`src/rtl/irq_bank_pkg.sv`:
```
// Package: irq_bank_pkg
// Shared sizes and register offsets for the interrupt handler bank.
// Assumes a 32-bit register bus and byte addressing.
package irq_bank_pkg;
    localparam int IB_LINES  = 32;
    localparam int IB_PRIO_W = 5;
    localparam int IB_ID_W   = $clog2(IB_LINES);
    localparam int IB_DATA_W = 32;
    localparam int IB_ADDR_W = 8;
    localparam int IB_CLASSES = 2;   // 0 = normal, 1 = fast

    localparam logic [IB_ADDR_W-1:0] OFS_PEND     = 8'h00;
    localparam logic [IB_ADDR_W-1:0] OFS_MASK     = 8'h04;
    localparam logic [IB_ADDR_W-1:0] OFS_CODE_IRQ = 8'h10;
    localparam logic [IB_ADDR_W-1:0] OFS_CODE_FIQ = 8'h14;
    localparam logic [IB_ADDR_W-1:0] OFS_CTRL     = 8'h18;
    localparam logic [IB_ADDR_W-1:0] OFS_CFG_BASE = 8'h1C;
    localparam logic [IB_ADDR_W-1:0] OFS_SWSET    = 8'h9C;
endpackage

```
`src/rtl/irq_line_sense.sv`:
```
// Module: irq_line_sense
// Holds the pending bits of all lines. Detects request edges against a
// registered copy of the pins, applies edge or level sensing per line,
// and merges software clears, acknowledges and injections.
// Assumes: sets take priority over clears in the same cycle.
module irq_line_sense #(
    parameter int LINES = irq_bank_pkg::IB_LINES,
    parameter int ID_W  = irq_bank_pkg::IB_ID_W
) (
    input  logic             clk,
    input  logic             rst_n,
    input  logic [LINES-1:0] irq_in,
    input  logic [LINES-1:0] sense,      // 1 = level
    input  logic             clr_wr,
    input  logic [LINES-1:0] clr_data,
    input  logic             ack_valid,
    input  logic [ID_W-1:0]  ack_id,
    input  logic             inj_valid,
    input  logic [ID_W-1:0]  inj_id,
    output logic [LINES-1:0] pend
);
    logic [LINES-1:0] in_q;
    logic [LINES-1:0] rise, fall, edg, inj_vec, ack_vec, set_vec, clr_vec;

    // Decode events and form the set and clear vectors.
    always_comb begin
        edg     = ~sense;
        rise    = irq_in & ~in_q;
        fall    = ~irq_in & in_q;
        inj_vec = inj_valid ? (LINES'(1) << inj_id) : '0;
        ack_vec = ack_valid ? (LINES'(1) << ack_id) : '0;
        set_vec = (edg & rise) | (sense & irq_in) | (inj_vec & (sense | ~in_q));
        clr_vec = (sense & fall) | (edg & ack_vec);
        if (clr_wr) begin
            clr_vec = clr_vec | ~(clr_data | (sense & irq_in));
        end
    end

    // Register pin history and pending state.
    always_ff @(posedge clk) begin
        if (!rst_n) begin
            in_q <= '0;
            pend <= '0;
        end else begin
            in_q <= irq_in;
            pend <= (pend & ~clr_vec) | set_vec;
        end
    end

    p_edge_latch_r3: assert property (@(posedge clk) disable iff (!rst_n)
        (|(~sense & irq_in & ~in_q)) |=>
        ((pend & $past(~sense & irq_in & ~in_q)) == $past(~sense & irq_in & ~in_q)));

    p_level_hold_r4: assert property (@(posedge clk) disable iff (!rst_n)
        (|(sense & irq_in)) |=>
        ((pend & $past(sense & irq_in)) == $past(sense & irq_in)));

    p_level_drop_r4: assert property (@(posedge clk) disable iff (!rst_n)
        ((|(sense & ~irq_in & in_q)) && !inj_valid) |=>
        ((pend & $past(sense & ~irq_in & in_q)) == '0));
endmodule

```
`src/rtl/irq_sorter.sv`:
```
// Module: irq_sorter
// Combinational winner search over candidate lines: smallest priority value
// wins, and equal priorities resolve toward the higher line number.
// Assumes: candidates are already masked and split by class.
module irq_sorter #(
    parameter int LINES  = irq_bank_pkg::IB_LINES,
    parameter int PRIO_W = irq_bank_pkg::IB_PRIO_W,
    parameter int ID_W   = irq_bank_pkg::IB_ID_W
) (
    input  logic              clk,
    input  logic              rst_n,
    input  logic [LINES-1:0]  cand,
    input  logic [PRIO_W-1:0] prio [LINES],
    output logic              any,
    output logic [ID_W-1:0]   win_id
);
    logic [PRIO_W-1:0] best;

    // Ascending scan; "<=" lets a later equal-priority line take over.
    always_comb begin
        any    = 1'b0;
        best   = '0;
        win_id = '0;
        for (int i = 0; i < LINES; i++) begin
            if (cand[i] && (!any || prio[i] <= best)) begin
                any    = 1'b1;
                best   = prio[i];
                win_id = ID_W'(i);
            end
        end
    end

    p_win_is_cand_r7: assert property (@(posedge clk) disable iff (!rst_n)
        any |-> cand[win_id]);

    p_any_matches_r7: assert property (@(posedge clk) disable iff (!rst_n)
        any == (|cand));
endmodule

```
`src/rtl/irq_agree.sv`:
```
// Module: irq_agree
// One class's agreement latch. When armed and a winner exists, it captures
// the winner code and raises the output, then freezes both until re-armed.
// Assumes: a re-arm in the same cycle as a candidate defers the capture.
module irq_agree #(
    parameter int ID_W = irq_bank_pkg::IB_ID_W
) (
    input  logic            clk,
    input  logic            rst_n,
    input  logic            any,
    input  logic [ID_W-1:0] win_id,
    input  logic            rearm,
    output logic            out,
    output logic [ID_W-1:0] code
);
    logic armed;

    // Capture on the first winner while armed; a re-arm drops the output.
    always_ff @(posedge clk) begin
        if (!rst_n) begin
            armed <= 1'b1;
            out   <= 1'b0;
            code  <= '0;
        end else if (rearm) begin
            armed <= 1'b1;
            out   <= 1'b0;
        end else if (armed && any) begin
            armed <= 1'b0;
            out   <= 1'b1;
            code  <= win_id;
        end
    end

    p_rearm_drop_r9: assert property (@(posedge clk) disable iff (!rst_n)
        rearm |=> !out);

    p_code_hold_r8: assert property (@(posedge clk) disable iff (!rst_n)
        (out && !rearm) |=> (out && $stable(code)));

    p_rise_needs_cand_r7: assert property (@(posedge clk) disable iff (!rst_n)
        $rose(out) |-> $past(any));
endmodule

```
`src/rtl/irq_regs.sv`:
```
// Module: irq_regs
// Register decode: line configuration, mask, read mux and the command
// strobes that drive the pending logic and the agreement latches.
// Assumes: one access per cycle, read data registered.
module irq_regs #(
    parameter int LINES  = irq_bank_pkg::IB_LINES,
    parameter int PRIO_W = irq_bank_pkg::IB_PRIO_W,
    parameter int ID_W   = irq_bank_pkg::IB_ID_W,
    parameter int DATA_W = irq_bank_pkg::IB_DATA_W,
    parameter int ADDR_W = irq_bank_pkg::IB_ADDR_W
) (
    input  logic              clk,
    input  logic              rst_n,
    input  logic              bus_valid,
    input  logic              bus_write,
    input  logic [ADDR_W-1:0] bus_addr,
    input  logic [DATA_W-1:0] bus_wdata,
    output logic [DATA_W-1:0] bus_rdata,
    input  logic [LINES-1:0]  pend,
    input  logic [ID_W-1:0]   code_irq,
    input  logic [ID_W-1:0]   code_fiq,
    output logic [LINES-1:0]  mask,
    output logic [LINES-1:0]  fiq_sel,
    output logic [LINES-1:0]  sense,
    output logic [PRIO_W-1:0] prio [LINES],
    output logic              clr_wr,
    output logic [LINES-1:0]  clr_data,
    output logic              ack_valid,
    output logic [ID_W-1:0]   ack_id,
    output logic              inj_valid,
    output logic [ID_W-1:0]   inj_id,
    output logic [1:0]        rearm
);
    import irq_bank_pkg::*;

    logic              wr, rd, cfg_hit;
    logic [ADDR_W-1:0] cfg_off;
    logic [ID_W-1:0]   cfg_idx;
    logic [DATA_W-1:0] rd_mux;

    // Address decode for the configuration window and command strobes.
    always_comb begin
        wr        = bus_valid & bus_write;
        rd        = bus_valid & ~bus_write;
        cfg_off   = bus_addr - OFS_CFG_BASE;
        cfg_hit   = (bus_addr >= OFS_CFG_BASE) && (cfg_off[1:0] == 2'b00) &&
                    (int'(cfg_off[ADDR_W-1:2]) < LINES);
        cfg_idx   = cfg_off[2 +: ID_W];
        clr_wr    = wr && (bus_addr == OFS_PEND);
        clr_data  = bus_wdata[LINES-1:0];
        ack_valid = rd && ((bus_addr == OFS_CODE_IRQ) || (bus_addr == OFS_CODE_FIQ));
        ack_id    = (bus_addr == OFS_CODE_FIQ) ? code_fiq : code_irq;
        rearm     = (wr && (bus_addr == OFS_CTRL)) ? bus_wdata[1:0] : 2'b00;
        inj_valid = wr && (bus_addr == OFS_SWSET) && (|bus_wdata[LINES-1:0]);
    end

    // Lowest set bit of the injection word.
    always_comb begin
        inj_id = '0;
        for (int i = LINES - 1; i >= 0; i--) begin
            if (bus_wdata[i]) inj_id = ID_W'(i);
        end
    end

    // Read multiplexer; unlisted offsets return zero.
    always_comb begin
        case (bus_addr)
            OFS_PEND:     rd_mux = DATA_W'(pend);
            OFS_MASK:     rd_mux = DATA_W'(mask);
            OFS_CODE_IRQ: rd_mux = DATA_W'(code_irq);
            OFS_CODE_FIQ: rd_mux = DATA_W'(code_fiq);
            default:      rd_mux = cfg_hit ?
                              DATA_W'({prio[cfg_idx], sense[cfg_idx], fiq_sel[cfg_idx]}) : '0;
        endcase
    end

    // Mask and per-line configuration storage.
    always_ff @(posedge clk) begin
        if (!rst_n) begin
            mask    <= '1;
            fiq_sel <= '0;
            sense   <= '0;
            for (int i = 0; i < LINES; i++) prio[i] <= '0;
        end else if (wr) begin
            if (bus_addr == OFS_MASK) mask <= bus_wdata[LINES-1:0];
            if (cfg_hit) begin
                fiq_sel[cfg_idx] <= bus_wdata[0];
                sense[cfg_idx]   <= bus_wdata[1];
                prio[cfg_idx]    <= bus_wdata[2 +: PRIO_W];
            end
        end
    end

    // Registered read data, held between reads.
    always_ff @(posedge clk) begin
        if (!rst_n) bus_rdata <= '0;
        else if (rd) bus_rdata <= rd_mux;
    end

    p_ctrl_reads_zero_r9: assert property (@(posedge clk) disable iff (!rst_n)
        (rd && bus_addr == OFS_CTRL) |=> (bus_rdata == '0));

    p_mask_write_r6: assert property (@(posedge clk) disable iff (!rst_n)
        (wr && bus_addr == OFS_MASK) |=> (mask == $past(bus_wdata[LINES-1:0])));

    p_unmapped_zero_r12: assert property (@(posedge clk) disable iff (!rst_n)
        (rd && bus_addr == OFS_SWSET) |=> (bus_rdata == '0));
endmodule

```
`src/rtl/irq_bank_top.sv`:
```
// Module: irq_bank_top
// Top of the 32-line interrupt handler bank: register decode, pending
// state, and one sorter plus agreement latch per class (normal, fast).
// Assumes a synchronous active-low reset and a single clock.
module irq_bank_top #(
    parameter int LINES  = irq_bank_pkg::IB_LINES,
    parameter int PRIO_W = irq_bank_pkg::IB_PRIO_W,
    parameter int DATA_W = irq_bank_pkg::IB_DATA_W,
    parameter int ADDR_W = irq_bank_pkg::IB_ADDR_W
) (
    input  logic              clk,
    input  logic              rst_n,
    input  logic [LINES-1:0]  irq_req,
    input  logic              bus_valid,
    input  logic              bus_write,
    input  logic [ADDR_W-1:0] bus_addr,
    input  logic [DATA_W-1:0] bus_wdata,
    output logic [DATA_W-1:0] bus_rdata,
    output logic              irq_out,
    output logic              fiq_out
);
    localparam int ID_W    = $clog2(LINES);
    localparam int CLASSES = irq_bank_pkg::IB_CLASSES;

    logic [LINES-1:0]  pend, mask, fiq_sel, sense, clr_data;
    logic [PRIO_W-1:0] prio [LINES];
    logic              clr_wr, ack_valid, inj_valid;
    logic [ID_W-1:0]   ack_id, inj_id;
    logic [1:0]        rearm;
    logic              cls_out  [CLASSES];
    logic [ID_W-1:0]   cls_code [CLASSES];

    irq_regs #(.LINES(LINES), .PRIO_W(PRIO_W), .ID_W(ID_W),
               .DATA_W(DATA_W), .ADDR_W(ADDR_W)) u_regs (
        .clk(clk), .rst_n(rst_n),
        .bus_valid(bus_valid), .bus_write(bus_write), .bus_addr(bus_addr),
        .bus_wdata(bus_wdata), .bus_rdata(bus_rdata),
        .pend(pend), .code_irq(cls_code[0]), .code_fiq(cls_code[1]),
        .mask(mask), .fiq_sel(fiq_sel), .sense(sense), .prio(prio),
        .clr_wr(clr_wr), .clr_data(clr_data),
        .ack_valid(ack_valid), .ack_id(ack_id),
        .inj_valid(inj_valid), .inj_id(inj_id), .rearm(rearm)
    );

    irq_line_sense #(.LINES(LINES), .ID_W(ID_W)) u_sense (
        .clk(clk), .rst_n(rst_n), .irq_in(irq_req), .sense(sense),
        .clr_wr(clr_wr), .clr_data(clr_data),
        .ack_valid(ack_valid), .ack_id(ack_id),
        .inj_valid(inj_valid), .inj_id(inj_id), .pend(pend)
    );

    for (genvar c = 0; c < CLASSES; c++) begin : g_class
        logic [LINES-1:0] cand;
        logic             any;
        logic [ID_W-1:0]  win_id;

        // Unmasked pending lines routed to this class.
        always_comb cand = pend & ~mask & ((c == 1) ? fiq_sel : ~fiq_sel);

        irq_sorter #(.LINES(LINES), .PRIO_W(PRIO_W), .ID_W(ID_W)) u_sort (
            .clk(clk), .rst_n(rst_n), .cand(cand), .prio(prio),
            .any(any), .win_id(win_id)
        );

        irq_agree #(.ID_W(ID_W)) u_agree (
            .clk(clk), .rst_n(rst_n), .any(any), .win_id(win_id),
            .rearm(rearm[c]), .out(cls_out[c]), .code(cls_code[c])
        );
    end

    assign irq_out = cls_out[0];
    assign fiq_out = cls_out[1];
endmodule

```
`config.mk`:
```
export PLATFORM = sky130hd
export DESIGN_NAME = irq_bank_top
export DESIGN_NICKNAME = d
export VERILOG_FILES = /design/src/rtl/irq_bank_pkg.sv /design/src/rtl/irq_line_sense.sv /design/src/rtl/irq_sorter.sv /design/src/rtl/irq_agree.sv /design/src/rtl/irq_regs.sv /design/src/rtl/irq_bank_top.sv
export SDC_FILE = /design/constraint.sdc
export NUM_CORES = 2
export LEC_CHECK = 0
export ABC_CLOCK_PERIOD_IN_PS = 70200
export BUFFER_PORTS_ARGS = -buffer_cell sky130_fd_sc_hd__buf_2
export CAP_MARGIN = 15
export CORE_ASPECT_RATIO = 1.5
export CORE_UTILIZATION = 61
export CTS_CLUSTER_SIZE = 24
export DETAILED_ROUTE_END_ITERATION = 7
export PLACE_DENSITY = 0.78
export SYNTH_ARGS = -nofsm -noshare
export SYNTH_HDL_FRONTEND = slang
export SYNTH_SLANG_ARGS = --single-unit
```
`constraint.sdc`:
```
create_clock -name clk -period 70.2 [get_ports clk]
set_input_delay 10.53 -clock clk [delete_from_list [all_inputs] [get_ports clk]]
set_output_delay 10.53 -clock clk [all_outputs]
set_load 0.02 [all_outputs]
```
[After elaboration in Yosys (flattened, before gate mapping)]
Cells that the tools add are included.
Word-level totals
  bits of input ports: 76
  word-level logic and storage cells: 600
  register bits after elaboration: 366
Cells by class
  add/sub/neg operators: 1
  reduce and logical (&&, ||, !) cells: 207
  bitwise gates (word level): 32
  order comparisons: 68
  muxes and demuxes: 241
  shifts and indexed selects: 2
  eq/ne operators: 5
Operator list (number)
  $mux W5: 130
  $and A32 B32 Y32: 11
  $le A5 B5 Y1: 62
  $not A32 Y32: 7
  $or A32 B32 Y32: 7
  $bwmux W160: 1
  $pmux W32 S4: 1
  $mux W32: 3
  $logic_and A1 B1 Y1: 73
  $mux W1: 69
  $bwmux W32: 2
  $mux W4: 16
  $shl A1 B5 Y32 const A: 2
  $logic_or A1 B1 Y1: 63
  $logic_not A1 Y1: 62
  $reduce_or A32 Y1: 1
  $bmux W5 S5: 1
  $demux W5 S5: 1
  $eq A8 B5 Y1 const B: 3
  $mux W3: 8
  $bmux W1 S5: 2
  $mux W2: 5
  $eq A8 B3 Y1 const B: 1
  $eq A8 B8 Y1 const B: 1
  other kinds (16): 24

[Depth between registers and ports, before layout]
  word-level depth: 130
  mapped depth: 276
  gate-level depth less buffers: 262

[Modules after synthesis]
A second synthesis with hierarchy kept.
Unflattened totals
  cell total of the unflattened synthesis: 4498
  area total of the unflattened synthesis: 34961.0 µm²
By module, submodules not included
  irq_sorter: sequential area each 0.0 µm², instances 2, area each 8192.9 µm², cells each 1210
  irq_regs: sequential area each 5765.5 µm², instances 1, area each 14219.9 µm², cells each 1586
  irq_line_sense: sequential area each 1281.2 µm², instances 1, area each 3231.8 µm², cells each 370
  irq_agree: sequential area each 140.1 µm², instances 2, area each 281.5 µm², cells each 29
  irq_bank_top: sequential area each 0.0 µm², instances 1, area each 560.5 µm², cells each 64

[Worst setup path after synthesis]
No wires, ideal clock.
  path type: reg2reg
  start: register u_regs.mask[0]
  end: register g_class[1].u_agree.code[2]
  path slack: 20.983 ns
  period minus slack after synthesis: 49.217 ns
  library setup time: 0.119 ns
  buffers on the path: 13
  stages on the path, launching flop included: 255
  arrival time: 49.098 ns
  data required time: 70.081 ns
  cell sequence: dfxtp_1 -> and3b_1 -> buf_4 -> nand2_1 -> ha_1 -> a211o_1 -> a221o_1 -> a31oi_4 -> mux2_2 -> ha_1 -> and4_1 -> a21oi_1 -> o311ai_0 -> nand2_1 -> mux2i_1 -> ha_1 -> and3_1 -> o21ai_0 -> (+219 left out) -> o21a_1 -> o21a_1 -> o21ai_0 -> nand2b_1 -> a31oi_1 -> nor2_1 -> a221o_1 -> ha_1 -> nor2b_1 -> o21a_1 -> o21ai_0 -> nand2b_1 -> a21oi_1 -> a31oi_1 -> a21o_1 -> nand3_1 -> or3b_2 -> o221a_2
Between the ends
  cells in the longest elaborated chain, start to end: 130
  elaborated cells on any way between the ends: 220
  classes of those cells: 31 x order compare; 91 x mux; 3 x bitwise; 95 x reduce/logical
RTL lines
  from (decl): line irq_regs.sv:22  | output logic [LINES-1:0] mask,
  from (signal assigned): line irq_regs.sv:85  | if (bus_addr == OFS_MASK) mask <= bus_wdata[LINES-1:0];
  $not A32 Y32 *: line irq_bank_top.sv:58  | always_comb cand = pend & ~mask & ((c == 1) ? fiq_sel : ~fiq_sel);
  $and A32 B32 Y32 * (2 in a row): line irq_bank_top.sv:58
  $mux W5 or $mux W1 (tied branches): line irq_sorter.sv:25  | if (cand[i] && (!any || prio[i] <= best)) begin
  $le A5 B5 Y1 or $logic_not A1 Y1 (tied branches): line irq_sorter.sv:25
  $logic_or A1 B1 Y1: line irq_sorter.sv:25
  $logic_and A1 B1 Y1: line irq_sorter.sv:25
  $mux W5 or $mux W1 (tied branches): line irq_sorter.sv:25
  $le A5 B5 Y1 or $logic_not A1 Y1 (tied branches): line irq_sorter.sv:25
  (+113 left out)
  $logic_and A1 B1 Y1: line irq_sorter.sv:25
  $mux W5 or $mux W1 (tied branches): line irq_sorter.sv:25
  $le A5 B5 Y1 or $logic_not A1 Y1 (tied branches): line irq_sorter.sv:25
  $logic_or A1 B1 Y1: line irq_sorter.sv:25
  $logic_and A1 B1 Y1: line irq_sorter.sv:25
  $mux W1: line irq_sorter.sv:25
  $logic_and A1 B1 Y1: line irq_agree.sv:27  | end else if (armed && any) begin
  $reduce_and A2 Y1 (no line)
  to (signal assigned): line irq_agree.sv:30  | code <= win_id;
  to (decl): line irq_agree.sv:14  | output logic [ID_W-1:0] code
Mark *: on every way between the ends. The rest lies on a longest branch, timed or not.
A chain may end at the register's enable or synchronous reset.

[Worst setup path after layout]
  start: register u_regs.fiq_sel[0]
  end: register g_class[1].u_agree.code[4]
Between the ends
  cells in the longest elaborated chain, start to end: 128
  elaborated cells on any way between the ends: 206
  classes of those cells: 31 x order compare; 79 x mux; 1 x bitwise; 95 x reduce/logical
RTL lines
  from (decl): line irq_regs.sv:23  | output logic [LINES-1:0] fiq_sel,
  from (signal, indexed assignment): line irq_regs.sv:87  | fiq_sel[cfg_idx] <= bus_wdata[0];
  $and A32 B32 Y32 *: line irq_bank_top.sv:58
  $mux W5 or $mux W1 (tied branches): line irq_sorter.sv:25
  $le A5 B5 Y1 or $logic_not A1 Y1 (tied branches): line irq_sorter.sv:25
  $logic_or A1 B1 Y1: line irq_sorter.sv:25
  $logic_and A1 B1 Y1: line irq_sorter.sv:25
  $mux W5 or $mux W1 (tied branches): line irq_sorter.sv:25
  $le A5 B5 Y1 or $logic_not A1 Y1 (tied branches): line irq_sorter.sv:25
  $logic_or A1 B1 Y1: line irq_sorter.sv:25
  (+112 left out)
  $logic_and A1 B1 Y1: line irq_sorter.sv:25
  $mux W5 or $mux W1 (tied branches): line irq_sorter.sv:25
  $le A5 B5 Y1 or $logic_not A1 Y1 (tied branches): line irq_sorter.sv:25
  $logic_or A1 B1 Y1: line irq_sorter.sv:25
  $logic_and A1 B1 Y1: line irq_sorter.sv:25
  $mux W1: line irq_sorter.sv:25
  $logic_and A1 B1 Y1: line irq_agree.sv:27
  $reduce_and A2 Y1 (no line)
Marks and branches as above.

==> metrics.log <==
[metrics] DR vias: ~35000
[metrics] post-cts repair resize count: 0
[metrics] Synth Net Count: around 4600
[metrics] cts hold-fix bufs: 0
[metrics] chip width: between 150 and 200 um
[metrics] highest-delay cell along the critical path: a32oi_1
[metrics] worst hold path type: flip-flop to flip-flop
[metrics] CTS tree: built
[metrics] average cell area after synthesis: about 8 sq um
[metrics] largest net degree at the start of global routing: ~170
[metrics] Clock transition at path regs: around 0.070 ns
[metrics] internal power: about 360 uW
[metrics] share of layout cells above drive strength 1: 0.100
[metrics] Power Total: roughly 500 uW
[metrics] number of buffers created by CTS: 40
[metrics] Cell Count Post-Placement: between 4000 and 5000
[metrics] Pleak: roughly 0.014 uW
[metrics] RSZ-0062 raised after global routing: false
[metrics] clock sinks: 366
[metrics] most common cell after layout, fill and taps aside: nand2_1
[metrics] final estimated routing congestion in global placement: between 1 and 1.5
[metrics] core footprint: about 55000 sq um
[metrics] share of Yosys cell area claimed by the top area cell type: 0.216
[metrics] number of standard cells in the final layout excluding fillers: between 4000 and 5000
[metrics] fill cell count: approximately 4800
[metrics] total global routing track utilization: 0.446
[metrics] layout overhead on the synthesized area: 7.11%
[metrics] Worst setup SP type: flip-flop
[metrics] Switching Power: approximately 130 uW
[metrics] clock share of power: 0.486
[metrics] net switching fraction of the power: 0.266
[metrics] critical path class: flip-flop to flip-flop
[metrics] starting utilization of the core area: 0.619
[metrics] ys flop type: dfxtp_1
[metrics] outcome: finished, final reports clean
[metrics] iteration count of the initial detailed-routing pass: 8
[metrics] largest vdd supply drop: about 19 uV
[metrics] Comb power frac: 0.080
[metrics] setup tns final: 0 ns
[metrics] final number of setup-violating endpoints: 0
[metrics] Maximum Capacitance Violations: 0
[metrics] routed wire length per instance: 26.0 um
[metrics] number of antenna violations at the first check in global routing: 11
[metrics] area of the mapped netlist: between 30000 and 40000 sq um
[metrics] antenna-violating nets left: 0
[metrics] 1st-iter DRT viols: around 3300
[metrics] Synth async-reset ratio: 0
[metrics] Synth warnings: 0
[metrics] vias in the first global route: between 30000 and 40000
[metrics] first-pass GRT wire length: between 150 and 200 mm
[metrics] transition time at the pin with the least slew margin: ~1.3 ns
[metrics] endpoint kind of the worst setup timing path: flip-flop
[metrics] crit path DAT: about 60 ns
[metrics] quantity of I/O buffers inserted on ports: 109
[metrics] Die Span Y: just under 300 um
[metrics] Crit path largest cell delay: 0.92 ns
[metrics] maximum buffer depth of the clock tree: 3
[metrics] share of the clock period used by the worst path after layout: 0.858
[metrics] area of the die: approximately 57000 sq um
[metrics] achievable clock frequency: ~17 MHz
[metrics] Yosys reg bits: ~370
[metrics] DPL Wire Length: between 90 and 100 mm
[metrics] dominant cells by area after synthesis: dfxtp_1, ha_1, mux2i_1
[metrics] library cell used as clock root buffer: clkbuf_16
[metrics] most frequent CP cell: ha_1
[metrics] CTS H-tree lvls: 2
[metrics] headroom to the max-slew limit: 0.127
[metrics] Max Slew Vio Count: 0
[metrics] data required time of the worst path: 70.69 ns
[metrics] kind of cell adding the most delay to the critical path: compound AO/OA/AOI/OAI gates
[metrics] sequential power share: 0.433
[metrics] number of setup buffers added after CTS: 0
[metrics] DRC: 0
[metrics] cell type contributing the most total cell area after synthesis: dfxtp_1
[metrics] Routed Wire Length: about 130 mm
[metrics] critical path peak fanout: 14
[metrics] sequential element share of the synthesized area: 0.216
[metrics] number of failing hold endpoints at the final stage: 0
[metrics] post-layout net count: approximately 4600
[metrics] final setup skew: 0.0323 ns
[metrics] most frequent cells in the layout: nand2_1, dfxtp_1, nor2_1, nor2b_1, mux2i_1
[metrics] I/O pin count: 110
[metrics] number of buffer and inverter stages on the critical path: 7
[metrics] standard-cell row count: between 100 and 150
[metrics] Via-to-Cell Ratio: roughly 7.0
[metrics] clock insertion delay at the later pin of the skew report: 0.60 ns
[metrics] cell area power density: between 10 and 15 nW/um^2
[metrics] GRT Residual Overflow: 0
[metrics] final period demand of the worst path: approximately 60 ns
[metrics] number of enable flip-flop cells after synthesis: 0
[metrics] number of unique standard cell types used by synthesis: 118
[metrics] Post-Syn Instances: roughly 4300
[cell families (layout without fill, tap and decap cells)]
kind of cell,Yosys count,in the layout,share of synthesized area
AND/OR/NAND/NOR,1620,1620,0.251
AO/OA/AOI/OAI,1202,1202,0.248
XOR/XNOR,16,16,0.00412
multiplexers,381,381,0.136
flip-flops,366,366,0.216
other,0,10,0
adder cells (fa/ha/maj),276,276,0.101
buffers and inverters,391,421,0.0443
[metal layers]
layer  wire length (um)  global-route usage
met5                 76                   0
met4              14600               0.426
met1              44900               0.476
met3              11600              0.0901
met2              58600               0.732
[tightest hold or removal path, stage by stage (launching register included)]
cell and delay (ns):
dfxtp_1 0.31, inv_1 0.05, a21oi_1 0.05
[registers in the layout, summed over array words and instances (netlist names)]
signal	cells
g_class.u_agree.armed	2
g_class.u_agree.out	2
u_regs.fiq_sel	32
u_regs.prio	160
g_class.u_agree.code	10
u_sense.pend	32
u_regs.bus_rdata	32
u_regs.mask	32
u_regs.sense	32
u_sense.in_q	32
[cells in the mapped netlist (all sizes together) (23+ instances only)]
library cell and instances:
nand4 30, nand3 128, nor2b 274, o22ai 56
and2 71, clkbuf 155, a221oi 52, nand3b 30
o21ai 202, nand2b 37, mux2i 269, o211ai 58
mux4 58, ha 268, nor3 96, or3 29
or3b 23, nand2 389, a21boi 30, and3 78
or2 34, mux2 54, o31ai 27, nor3b 57
o21a 55, a21o 103, a21oi 249, a211oi 47
nor2 280, dfxtp 366, a31oi 63, inv 213
[area by class of cell]
type	count	area, sq um	area share
diodes	10	25.0	0.000687
clock buffers	51	1120	0.0308
clock inverters	22	343	0.00941
inverters	215	807	0.0222
multi-input cells	3495	25200	0.692
flip-flops and latches	366	7330	0.201
well taps	695	870	0.0239
repair buffers	133	734	0.0202
[power groups by stage]
| stage | Clock [uW] | Combinational, uW | Sequential [uW] |
|---|---|---|---|
| 3_5_place_dp | 0 | 38.3 | 219 |
| 2_1_floorplan | 0 | 23.3 | 219 |
| 4_1_cts | 242 | 38.5 | 214 |
| 6_report | 241 | 39.8 | 215 |
| 3_3_place_gp | 0 | 37.8 | 219 |
| 5_1_grt | 248 | 41.5 | 215 |
[metrics by stage]
step	setup WS (ns)	cell area [sq um]	utilization	hold slack, ns
2_1_floorplan	20.98	34000	-	0.419
3_3_place_gp	11.55	34900	0.636	0.426
3_5_place_dp	11.36	34900	0.636	0.438
4_1_cts	11.10	36400	0.663	0.451
5_1_grt	5.63	36400	0.663	0.471
6_report	9.94	36400	0.663	0.450
[worst paths after layout]
check	from	end	slack, ns	cells past startpoint
setup reg to reg	u_regs.fiq_sel[0]	g_class[1].u_agree.code[4]	9.94	247
setup / recovery	u_regs.fiq_sel[0]	g_class[1].u_agree.code[4]	9.94	247
hold / removal	g_class[0].u_agree.out	g_class[0].u_agree.out	0.45	2
hold reg to reg	g_class[0].u_agree.out	g_class[0].u_agree.out	0.45	2
No activity file was read; power rests on OpenSTA's default activity.
